`src/rtl/ivt_pkg.sv`:
```
package ivt_pkg;
  localparam int CNT_W = 16;
  localparam int SEL_W = 3;
  localparam int MODE_W = 3;
  localparam logic [MODE_W-1:0] MODE_INTERVAL = '0;

  typedef struct packed {
    logic hold;     // timer inactive: park counter, clear outputs
    logic loadBuf;  // capture compare value
    logic start;    // first count event of a run
    logic wrap;     // count event with match
    logic step;     // count event without match
  } ivtStrobe_t;
endpackage

```
`src/rtl/ivt_tickgen.sv`:
```
module ivt_tickgen #(
  parameter int SEL_W = 3,
  parameter int SYNC_STAGES = 2
) (
  input  logic             clk,
  input  logic             rstN,
  input  logic             active,
  input  logic             extSrc,
  input  logic [SEL_W-1:0] clkSel,
  input  logic             evtIn,
  output logic             countEvt
);
  localparam int PRE_W = (1 << SEL_W) - 1;

  logic [PRE_W-1:0] preCnt;
  logic [PRE_W-1:0] preMask;
  logic             preTick;

  assign preMask = ~({PRE_W{1'b1}} << clkSel);
  assign preTick = ((preCnt & preMask) == preMask);

  always_ff @(posedge clk or negedge rstN) begin
    if (!rstN) preCnt <= '0;
    else if (!active) preCnt <= '0;
    else preCnt <= preCnt + 1'b1;
  end

  logic [SYNC_STAGES:0] syncChain;
  genvar gi;
  generate
    for (gi = 0; gi <= SYNC_STAGES; gi++) begin : g_sync
      if (gi == 0) begin : g_first
        always_ff @(posedge clk or negedge rstN) begin
          if (!rstN) syncChain[gi] <= 1'b0;
          else syncChain[gi] <= evtIn;
        end
      end else begin : g_rest
        always_ff @(posedge clk or negedge rstN) begin
          if (!rstN) syncChain[gi] <= 1'b0;
          else syncChain[gi] <= syncChain[gi-1];
        end
      end
    end
  endgenerate

  logic evtRise;
  assign evtRise = syncChain[SYNC_STAGES-1] & ~syncChain[SYNC_STAGES];

  assign countEvt = active & (extSrc ? evtRise : preTick);
endmodule

```
`src/rtl/ivt_ctrl.sv`:
```
module ivt_ctrl
  import ivt_pkg::*;
#(
  parameter int MODE_W = 3
) (
  input  logic              clk,
  input  logic              rstN,
  input  logic              runEn,
  input  logic [MODE_W-1:0] modeSel,
  input  logic              countEvt,
  input  logic              hit,
  output logic              active,
  output ivtStrobe_t        strobe
);
  logic armed;
  logic started;

  assign active = runEn && (modeSel == MODE_INTERVAL);

  always_ff @(posedge clk or negedge rstN) begin
    if (!rstN) begin
      armed   <= 1'b0;
      started <= 1'b0;
    end else begin
      armed <= active;
      if (!active) started <= 1'b0;
      else if (countEvt) started <= 1'b1;
    end
  end

  always_comb begin
    strobe         = '0;
    strobe.hold    = !active;
    strobe.loadBuf = active && !armed;
    strobe.start   = active && countEvt && !started;
    strobe.wrap    = active && countEvt && started && hit;
    strobe.step    = active && countEvt && started && !hit;
  end
endmodule

```
`src/rtl/ivt_datapath.sv`:
```
module ivt_datapath
  import ivt_pkg::*;
#(
  parameter int CNT_W = 16
) (
  input  logic             clk,
  input  logic             rstN,
  input  ivtStrobe_t       strobe,
  input  logic [CNT_W-1:0] cmpVal,
  output logic             hit,
  output logic             tmrOut,
  output logic             irq
);
  logic [CNT_W-1:0] cnt;
  logic [CNT_W-1:0] bufVal;

  assign hit = (cnt == bufVal);

  always_ff @(posedge clk or negedge rstN) begin
    if (!rstN) cnt <= '1;
    else if (strobe.hold) cnt <= '1;
    else if (strobe.start || strobe.wrap) cnt <= '0;
    else if (strobe.step) cnt <= cnt + 1'b1;
  end

  always_ff @(posedge clk or negedge rstN) begin
    if (!rstN) bufVal <= '0;
    else if (strobe.loadBuf) bufVal <= cmpVal;
  end

  always_ff @(posedge clk or negedge rstN) begin
    if (!rstN) begin
      tmrOut <= 1'b0;
      irq    <= 1'b0;
    end else if (strobe.hold) begin
      tmrOut <= 1'b0;
      irq    <= 1'b0;
    end else begin
      if (strobe.start || strobe.wrap) tmrOut <= ~tmrOut;
      irq <= strobe.wrap;
    end
  end
endmodule

```
`src/rtl/intv_timer.sv`:
```
module intv_timer
  import ivt_pkg::*;
#(
  parameter int CW = CNT_W,
  parameter int SW = SEL_W,
  parameter int MW = MODE_W,
  parameter int SYNC_STAGES = 2
) (
  input  logic          clk,
  input  logic          rstN,
  input  logic          runEn,
  input  logic [SW-1:0] clkSel,
  input  logic [MW-1:0] modeSel,
  input  logic          extSrc,
  input  logic [CW-1:0] cmpVal,
  input  logic          evtIn,
  output logic          tmrOut,
  output logic          irq
);
  ivtStrobe_t strobe;
  logic active;
  logic countEvt;
  logic hit;

  ivt_ctrl #(.MODE_W(MW)) u_ctrl (
    .clk(clk), .rstN(rstN), .runEn(runEn), .modeSel(modeSel),
    .countEvt(countEvt), .hit(hit), .active(active), .strobe(strobe)
  );

  ivt_tickgen #(.SEL_W(SW), .SYNC_STAGES(SYNC_STAGES)) u_tick (
    .clk(clk), .rstN(rstN), .active(active), .extSrc(extSrc),
    .clkSel(clkSel), .evtIn(evtIn), .countEvt(countEvt)
  );

  ivt_datapath #(.CNT_W(CW)) u_dp (
    .clk(clk), .rstN(rstN), .strobe(strobe), .cmpVal(cmpVal),
    .hit(hit), .tmrOut(tmrOut), .irq(irq)
  );
endmodule

```
`config.mk`:
```
export PLATFORM = sky130hd
export DESIGN_NAME = intv_timer
export DESIGN_NICKNAME = d
export VERILOG_FILES = /design/src/rtl/ivt_pkg.sv /design/src/rtl/ivt_tickgen.sv /design/src/rtl/ivt_ctrl.sv /design/src/rtl/ivt_datapath.sv /design/src/rtl/intv_timer.sv
export SDC_FILE = /design/constraint.sdc
export NUM_CORES = 1
export LEC_CHECK = 0
export BUFFER_PORTS_ARGS = -buffer_cell sky130_fd_sc_hd__clkbuf_2
export CAP_MARGIN = 25
export CORE_MARGIN = 8
export CORE_UTILIZATION = 58
export CTS_CLUSTER_DIAMETER = 120
export DETAILED_ROUTE_END_ITERATION = 6
export PLACE_DENSITY = 0.79
export SYNTH_ARGS = -nofsm -noshare
export SYNTH_HDL_FRONTEND = slang
export SYNTH_SLANG_ARGS = --single-unit
```
`constraint.sdc`:
```
create_clock -name clk -period 2.7 [get_ports clk]
set_input_delay 0.81 -clock clk [delete_from_list [all_inputs] [get_ports clk]]
set_output_delay 0.81 -clock clk [all_outputs]
set_load 0.01 [all_outputs]
```
Word level (Yosys, flattened, before mapping)
Index checks and enable logic that the tools add are counted.
{"block": "totals", "reg_bits": 46, "in_bits": 27, "out_inout_bits": 2}
{"block": "classes", "addsub": 2, "n_eq_ne": 5, "n_shift": 1, "n_mux": 10, "n_bitwise": 6, "reduce_logical": 12}
{"cell": "16-bit 2-to-1 mux", "count": 3}
{"cell": "16-bit by 1-bit adder with 16-bit output (second input constant)", "count": 1}
{"cell": "16-bit == test", "count": 1}
{"cell": "7-bit by 1-bit adder with 7-bit output (second input constant)", "count": 1}
{"cell": "7-bit AND", "count": 1}
{"cell": "7-bit == test", "count": 1}
{"cell": "1-bit logical AND", "count": 7}
{"cell": "7-bit 2-to-1 mux", "count": 1}
{"cell": "7-bit inverter", "count": 1}
{"cell": "7-bit by 3-bit << shifter with 7-bit output (first input constant)", "count": 1}
{"cell": "1-bit 2-to-1 mux", "count": 6}
{"cell": "2-bit by 1-bit != test with 1-bit output (second input constant)", "count": 2}
{"cell": "1-bit logical NOT", "count": 3}
{"cell": "3-bit logical NOT", "count": 1}
{"cell": "3-bit by 2-bit != test with 1-bit output (second input constant)", "count": 1}
{"cell": "1-bit AND", "count": 2}
{"cell": "1-bit inverter", "count": 2}
{"cell": "1-bit logical OR", "count": 1}

Logic depth before layout (Yosys ltp)
Gate-level depths: netlist of the first run.
{"block": "depth", "word_depth": 12, "mapped_depth": 8, "ltp_nobuf": 6}

Modules after synthesis
Synthesis of the first run repeated with hierarchy kept, for this count alone.
{"block": "hier_totals", "hier_cells": 199, "area_unflattened_um2": 2333.5}
{"module": "ivt_datapath", "instances": 1, "cells_each": 142, "area_each_um2": 1742.9}
{"module": "ivt_tickgen", "instances": 1, "cells_each": 44, "area_each_um2": 475.5}
{"module": "ivt_ctrl", "instances": 1, "cells_each": 13, "area_each_um2": 115.1}

Least setup slack after synthesis of the first run
Ideal clock, no wire load.
{"block": "synth_path", "path_kind": "input port to flip-flop", "from": "input modeSel[2]", "to": "register u_dp.bufVal[0]", "arrival_ps": 2365, "required_time_ps": 2575, "path_slack_ps": 210, "cell_stages": 5, "n_path_buf": 2, "cell_sequence": "or4b_2 buf_6 nor2_2 buf_6 mux2_2"}
{"block": "synth_via", "elab_chain_cells": 3}
{"element": "from (decl)", "line_no": "intv_timer.sv:13", "rtl": "input logic [MW-1:0] modeSel,"}
{"element": "3-bit logical NOT", "line_no": "ivt_ctrl.sv:18", "rtl": "assign active = runEn && (modeSel == MODE_INTERVAL);"}
{"element": "1-bit logical AND", "line_no": "ivt_ctrl.sv:18"}
{"element": "1-bit logical AND", "line_no": "ivt_ctrl.sv:34", "rtl": "strobe.loadBuf = active && !armed;"}
{"element": "to (signal assigned)", "line_no": "ivt_datapath.sv:28", "rtl": "else if (strobe.loadBuf) bufVal <= cmpVal;"}
{"element": "to (decl)", "line_no": "ivt_datapath.sv:15", "rtl": "logic [CNT_W-1:0] bufVal;"}
Every way passes these cells.
A chain may end at the register's enable or synchronous reset.

Final worst setup path of the first run
{"block": "layout_path", "from": "register u_dp.cnt[3]", "to": "register u_dp.cnt[3]"}
{"block": "layout_via", "elab_chain_cells": 5, "elab_cells_between_ends": 10, "classes_between": "add/sub: 1; eq/ne: 2; mux: 3; reduce/logical: 4"}
{"element": "from (decl)", "line_no": "ivt_datapath.sv:14", "rtl": "logic [CNT_W-1:0] cnt;"}
{"element": "from (signal assigned)", "line_no": "ivt_datapath.sv:23", "rtl": "else if (strobe.step) cnt <= cnt + 1'b1;"}
{"element": "branches (longest 5 deep; another with 16-bit by 1-bit adder with 16-bit output)"}
Parallel ways; which one is timed is not known. The select of a mux whose other input is x is not followed.

==> key figures, run 1 <==
Status
  • Status: finished clean

Drt
  • Drt first pass iters: 5
  • Wirelength per Cell: 17.3 um
  • Initial DRC Count: 159
  • # DRC: 0
  • Final ANT Viol Nets: 0
  • Vias after detailed routing: 1796
  • Routed WL: 5.23 mm
  • Drt via density: 5.95

CTS
  • Clk Latency, worst-skew pair: 0.29 ns
  • Sink Count: 46
  • Total CTS buffers: 5
  • Setup bufs post-CTS: 0
  • H-tree depth: 2
  • Reg clk slew, reported paths: 0.08 ns
  • Clk root buf: clkbuf_8
  • Post-CTS Hold Fix Bufs: 0
  • CTS tree: yes
  • CTS resizes: 0
  • Max Buffers Root-to-Sink: 2

Floorplanning
  • Die W: 81.5 um
  • Die area: 6640 um^2
  • # rows: 24
  • Total core area: 4230 um^2
  • Ports: 29
  • DIE HEIGHT: 81.5 um
  • Initial core utilization: 0.588

Yosys
  • YS warnings: 0
  • Syn Nets: 248
  • Multiplexer area fraction after synthesis: 0.0724
  • Mapped Area: 2490 um^2
  • Cells after Synth: 219
  • Synthesized area per cell: 11.4 um^2
  • Largest family of logic cells by synthesized area: simple AND/OR/NAND/NOR gates
  • Simple-gate share of the synthesized area: 0.156
  • Netlist cell types: 45
  • Synth Area in XOR/XNOR: 0.0704
  • Post-Synth Adder-Cell Area: 0.0101
  • Synth Area in Compound Gates: 0.153
  • Register area share after synthesis: 0.471
  • Yosys reg bits: 46

STA
  • Actual slew at the worst max-slew pin: 0.516 ns
  • Max Clock Skew: 0.00564 ns
  • Fin crit period: 2.30 ns
  • RSZ-0062 raised after global routing: no
  • Hold Vio Cnt, Final: 0
  • Fmax: 434 MHz
  • Final setup viols: 0
  • Final Cycle Share: 0.853
  • Setup TNS: 0 ns
  • Fin. max-slew vios: 0
  • Max-slew headroom: 0.653

Layout
  • Most frequent cells in the layout: dfrtp_1, clkbuf_2, xnor2_1, mux2_2, dfstp_2
  • N_diodes: 0
  • Area growth syn-to-layout: 8.65%
  • Commonest non-fill, non-tap cell in the layout: dfrtp_1
  • Layout cells sized above 1: 0.336
  • Nets: 278

Power and ir drop
  • NetSw: 348 uW
  • Int Power: 1050 uW
  • Switching Share: 0.250
  • Final Power: 1390 uW
  • Clock Power Share: 0.282
  • Static leakage: 0.00114 uW
  • Flop pwr share: 0.570
  • Comb pwr share: 0.148
  • Pwr dens: 516 nW/um^2
  • Maximum vdd drop: 379 uV

Job
  • Number of max-cap violations: 0

Setup path
  • CP Launch Point: u_dp.cnt[3]
  • Worst Path Required: 2.92 ns
  • Startpoint class of the critical path: flip-flop
  • CP max FO: 20
  • RR Startpoint: u_dp.cnt[3]
  • CP Data Arrival Time: 2.53 ns
  • WS Path Type: flip-flop to flip-flop
  • CP Capture Type: flip-flop

Global route
  • Grt ovf: 0
  • Global Route Usage Sum: 0.174
  • First-pass GRT wire length: 8.98 mm
  • Vias in the first global route: 1924
  • Largest net degree at the start of global routing: 24
  • Initial antenna violation count: 0

Placement
  • Dpl hpwl: 3.78 mm
  • RePlAce Congestion: 0.821
  • Port bufs: 28

Worst hold path
  • HP Class: flip-flop to flip-flop
  • Hold Startpoint: u_tick.syncChain[0]
metrics by stage:
| step | utilization | setup slack (ns) | instances | hold slack (ns) | instance area, um^2 |
|---|---|---|---|---|---|
| after floorplan | - | 0.210 | 219 | 0.331 | 2490 |
| after global placement | 0.619 | 0.315 | 294 | 0.337 | 2620 |
| after detailed placement | 0.619 | 0.284 | 294 | 0.340 | 2620 |
| after CTS | 0.639 | 0.415 | 302 | 0.359 | 2700 |
| after global routing | 0.639 | 0.253 | 302 | 0.361 | 2700 |
| final | 0.639 | 0.398 | 302 | 0.354 | 2700 |
power by group through the flow:
stage	combinational [uW]	clock, uW	sequential [uW]
after floorplan	156	0	794
after global placement	200	0	805
after detailed placement	208	0	810
after CTS	210	408	797
after global routing	230	435	803
final	207	392	795
kinds of logic after synthesis:
kind of cell	Yosys count
simple gates	71
compound gates	46
flops	46
xor+xnor	20
buf+inv	18
mux	16
fa+ha+maj	2
worst paths after layout:
path	end	cells after the start	slack, ns
max	u_dp.cnt[3]	7	0.40
min	u_tick.syncChain[1]	0	0.35
max reg2reg	u_dp.cnt[3]	7	0.40
min reg2reg	u_tick.syncChain[1]	0	0.35
max in group asynchronous	u_dp.cnt[2]	2	1.67
min in group asynchronous	u_tick.preCnt[2]	1	0.41
layer usage:
| metal | vias up | share of wire | wire (um) | GRT usage |
|---|---|---|---|---|
| li1 | 872 | - | - | - |
| met1 | 881 | 0.44 | 2300 | 0.217 |
| met2 | 37 | 0.51 | 2660 | 0.286 |
| met3 | 6 | 0.039 | 204 | 0.0416 |
| met4 | 0 | 0.012 | 64 | 0.0679 |
| met5 | - | 0 | 0 | 0 |
cells in the mapped netlist, drive strengths merged:
cell | instances | share of area
dfrtp | 30 | 0.30
xnor2 | 17 | 0.060
dfstp | 16 | 0.17
mux2 | 16 | 0.072
nor2 | 16 | 0.025
o211ai | 15 | 0.045
a221o | 13 | 0.053
clkbuf | 8 | 0.033
nand2 | 8 | 0.012
nand3 | 8 | 0.016
and3 | 6 | 0.016
buf | 6 | 0.028
nand4 | 6 | 0.015
nor4 | 6 | 0.015
nor2b | 5 | 0.013
a21oi | 4 | 0.0080
inv | 4 | 0.0060
nor3 | 4 | 0.0080
a211o | 3 | 0.011
and2 | 3 | 0.0075
o21ai | 3 | 0.0060
xor2 | 3 | 0.011
a31o | 2 | 0.0070
and4 | 2 | 0.0070
ha | 2 | 0.010
a211oi | 1 | 0.0030
a31oi | 1 | 0.0025
and2b | 1 | 0.0030
and3b | 1 | 0.0035
nand2b | 1 | 0.0025
nand4b | 1 | 0.0035
nor3b | 1 | 0.0030
o21a | 1 | 0.0030
o21ba | 1 | 0.0040
o21bai | 1 | 0.0045
o41ai | 1 | 0.0065
or3 | 1 | 0.0025
or4b | 1 | 0.0040
state kept, by name, indices dropped and copies added (netlist names):
register          flops
u_dp.bufVal          16
u_dp.cnt             16
u_tick.preCnt         7
u_tick.syncChain      3
u_ctrl.armed          1
u_ctrl.started        1
u_dp.irq              1
u_dp.tmrOut           1
area by class of cell:
type                       count  area (um^2)
timing repair buffer          37          220
sequential                    46         1170
clock buffer                   6         72.6
multi-input combinational    155         1150
tap                           52         65.1
fill                         340         1530
clock inverter                 2         8.76
inverter                       4         15.0
worst max-delay path, stage by stage (launching register included):
cell     delay, ns
dfstp_2       0.60
xnor2_1       0.14
nand4_1       0.18
o41ai_2       0.48
buf_12        0.21
nor3_1        0.05
buf_4         0.21
a221o_2       0.36
(Power assumes the default switching activity.)
==> inputs of run 2 (changes only) <==
- CORE_UTILIZATION: 58 -> 62
- PLACE_DENSITY: 0.79 -> 0.84
- clock period: 2.7 -> 3 ns (I/O delays scaled with it)
==> key figures, run 2 (synthesis gave the netlist of run 1 again) <==
Layout
  • Commonest non-fill, non-tap cell in the layout: dfrtp_1
  • Top flop regs: u_dp.bufVal x16, u_dp.cnt x16, u_tick.preCnt x7
  • Nets: 277 (-0.36%)
  • Layout fillers: 276 (-19%)
  • Layout cells sized above 1: 0.337 (+0.00135)
  • Area growth syn-to-layout: 8.90%
  • Non-filler cells, final: 299 (-0.99%)
  • Post-route cell area: 2710 um^2 (+0.23%)
  • N_diodes: 0 (unchanged)
  • Most frequent cells in the layout: dfrtp_1, clkbuf_2, xnor2_1, mux2_2, dfstp_2

Placement
  • RePlAce Congestion: 0.858 (+4.4%)
  • Port bufs: 28 (unchanged)
  • Placed cell area: 2600 um^2 (-0.86%)
  • Dpl hpwl: 3.77 mm (-0.17%)
  • Dpl ws: 0.449 ns (+0.165 ns)
  • Placed insts: 291 (-1.0%)

STA
  • RSZ-0062 raised after global routing: no
  • Max-slew headroom: 0.623 (-0.0298)
  • Final setup viols: 0 (unchanged)
  • Hold Vio Cnt, Final: 0 (unchanged)
  • Setup TNS: 0 ns (unchanged)
  • Actual slew at the worst max-slew pin: 0.562 ns (+0.0460 ns)
  • Fin crit period: 2.30 ns (-0.00722 ns)
  • Fin. max-slew vios: 0 (unchanged)
  • Post-layout worst setup margin: 0.705 ns (+0.307 ns)
  • Max Clock Skew: 0.00647 ns (+0.000834 ns)
  • Fmax: 436 MHz (+0.31%)
  • Final Cycle Share: 0.765 (-0.0877)

CTS
  • CTS resizes: 0 (unchanged)
  • CTS tree: yes
  • Reg clk slew, reported paths: 0.08 ns (about the same)
  • Total CTS buffers: 5 (unchanged)
  • Post-CTS Hold Fix Bufs: 0 (unchanged)
  • Setup bufs post-CTS: 0 (unchanged)
  • Sink Count: 46 (unchanged)
  • Clk root buf: clkbuf_8
  • Clk Latency, worst-skew pair: 0.30 ns (about the same)
  • Max Buffers Root-to-Sink: 2 (unchanged)
  • H-tree depth: 2 (unchanged)

Drt
  • Drt first pass iters: 4 (-1)
  • Wirelength per Cell: 17.6 um (+1.5%)
  • Drt via density: 6.29 (+5.8%)
  • # DRC: 0 (unchanged)
  • Final ANT Viol Nets: 0 (unchanged)
  • Initial DRC Count: 158 (-0.63%)
  • Vias after detailed routing: 1882 (+4.8%)
  • Routed WL: 5.25 mm (+0.48%)

Setup path
  • Startpoint class of the critical path: flip-flop
  • Slowest CP cell: dfstp_2
  • CP max FO: 6 (-70%)
  • Reg2reg setup slack: 0.70 ns (+0.31 ns)
  • Critical-path cell list: ha_1, nand3_1, nor4_1, and3_1, o211ai_1, a221o_1
  • WS Path Type: flip-flop to flip-flop
  • Worst Path Required: 3.23 ns (+0.31 ns)
  • CP Data Arrival Time: 2.52 ns (about the same)
  • CP Capture Type: flip-flop
  • Crit path largest cell delay: 0.59 ns (about the same)

Worst hold path
  • HP Class: flip-flop to flip-flop

Global route
  • Global Route Usage Sum: 0.179 (+0.00526)
  • Initial antenna violation count: 0 (unchanged)
  • Vias in the first global route: 1852 (-3.7%)
  • Grt ovf: 0 (unchanged)
  • Largest net degree at the start of global routing: 47 (+96%)
  • First-pass GRT wire length: 8.99 mm (+0.16%)

Floorplanning
  • # rows: 23 (-4.2%)
  • Total core area: 3940 um^2 (-6.9%)
  • Initial core utilization: 0.631 (+0.0435)
  • Ports: 29 (unchanged)
  • Die area: 6300 um^2 (-5.2%)
  • Die W: 79.4 um (-2.6%)
  • DIE HEIGHT: 79.4 um (-2.6%)

Power and ir drop
  • Pwr dens: 500 nW/um^2 (-3.0%)
  • Static leakage: 0.00114 uW (-0.22%)
  • Maximum vdd drop: 393 uV (+3.9%)

Status
  • Status: finished clean

Job
  • Number of max-cap violations: 0 (unchanged)
==> run 2: changes by cell type in the layout (fill, tap and decap cells not counted), sizes merged <==
cell,change
clkinv,-2
buf,-1
bufinv,+1
clkinvlp,+1
==> run 2: metrics by stage <==
step | power (uW) | hold WS [ns] | util
CTS | 1370 | 0.367 | 0.687
global placement | 902 | 0.337 | 0.659
finish | 1360 | 0.362 | 0.687
floorplan | 856 | 0.331 | -
detailed placement | 915 | 0.348 | 0.659
global route | 1410 | 0.368 | 0.687
==> run 2: cell type report <==
type	instances	area (um^2)	share of cell area
clock inverters	2	37.5	0.0139
repair buffers	36	200	0.0739
well taps	50	62.6	0.0231
multi-input cells	155	1150	0.425
clock buffers	6	72.6	0.0268
flip-flops and latches	46	1170	0.432
inverters	4	15.0	0.00554
==> run 2: final timing paths <==
kind / to / depth (start not counted) / start
min in group asynchronous: u_tick.syncChain[0] / 2 / rstN
max reg2reg: u_dp.cnt[14] / 6 / u_dp.cnt[0]
min reg2reg: u_tick.syncChain[1] / 0 / u_tick.syncChain[0]
max: u_dp.cnt[14] / 6 / u_dp.cnt[0]
min: u_tick.syncChain[1] / 0 / u_tick.syncChain[0]
max in group asynchronous: u_dp.cnt[5] / 2 / rstN
==> run 2: critical path: cells and delay by family, from the launching register on <==
kind | cells | cell delay [ns]
flops | 1 | 0.59
simple gates | 3 | 0.96
compound gates | 2 | 0.45
fa+ha+maj | 1 | 0.23
==> run 2: metal layers <==
metal / vias up / GRT usage / share of wire
met1: 918 / 0.226 / 0.42
met3: 17 / 0.0440 / 0.054
li1: 882 / - / -
met4: 0 / 0.0833 / 0.031
met2: 65 / 0.283 / 0.50
met5: - / 0 / 0
==> run 2: power breakdown <==
part	switching (uW)	total [uW]	internal [uW]
Combinational	82.9	187	104
Sequential	39.4	715	676
Clock	204	453	248
Total	327	1360	1030
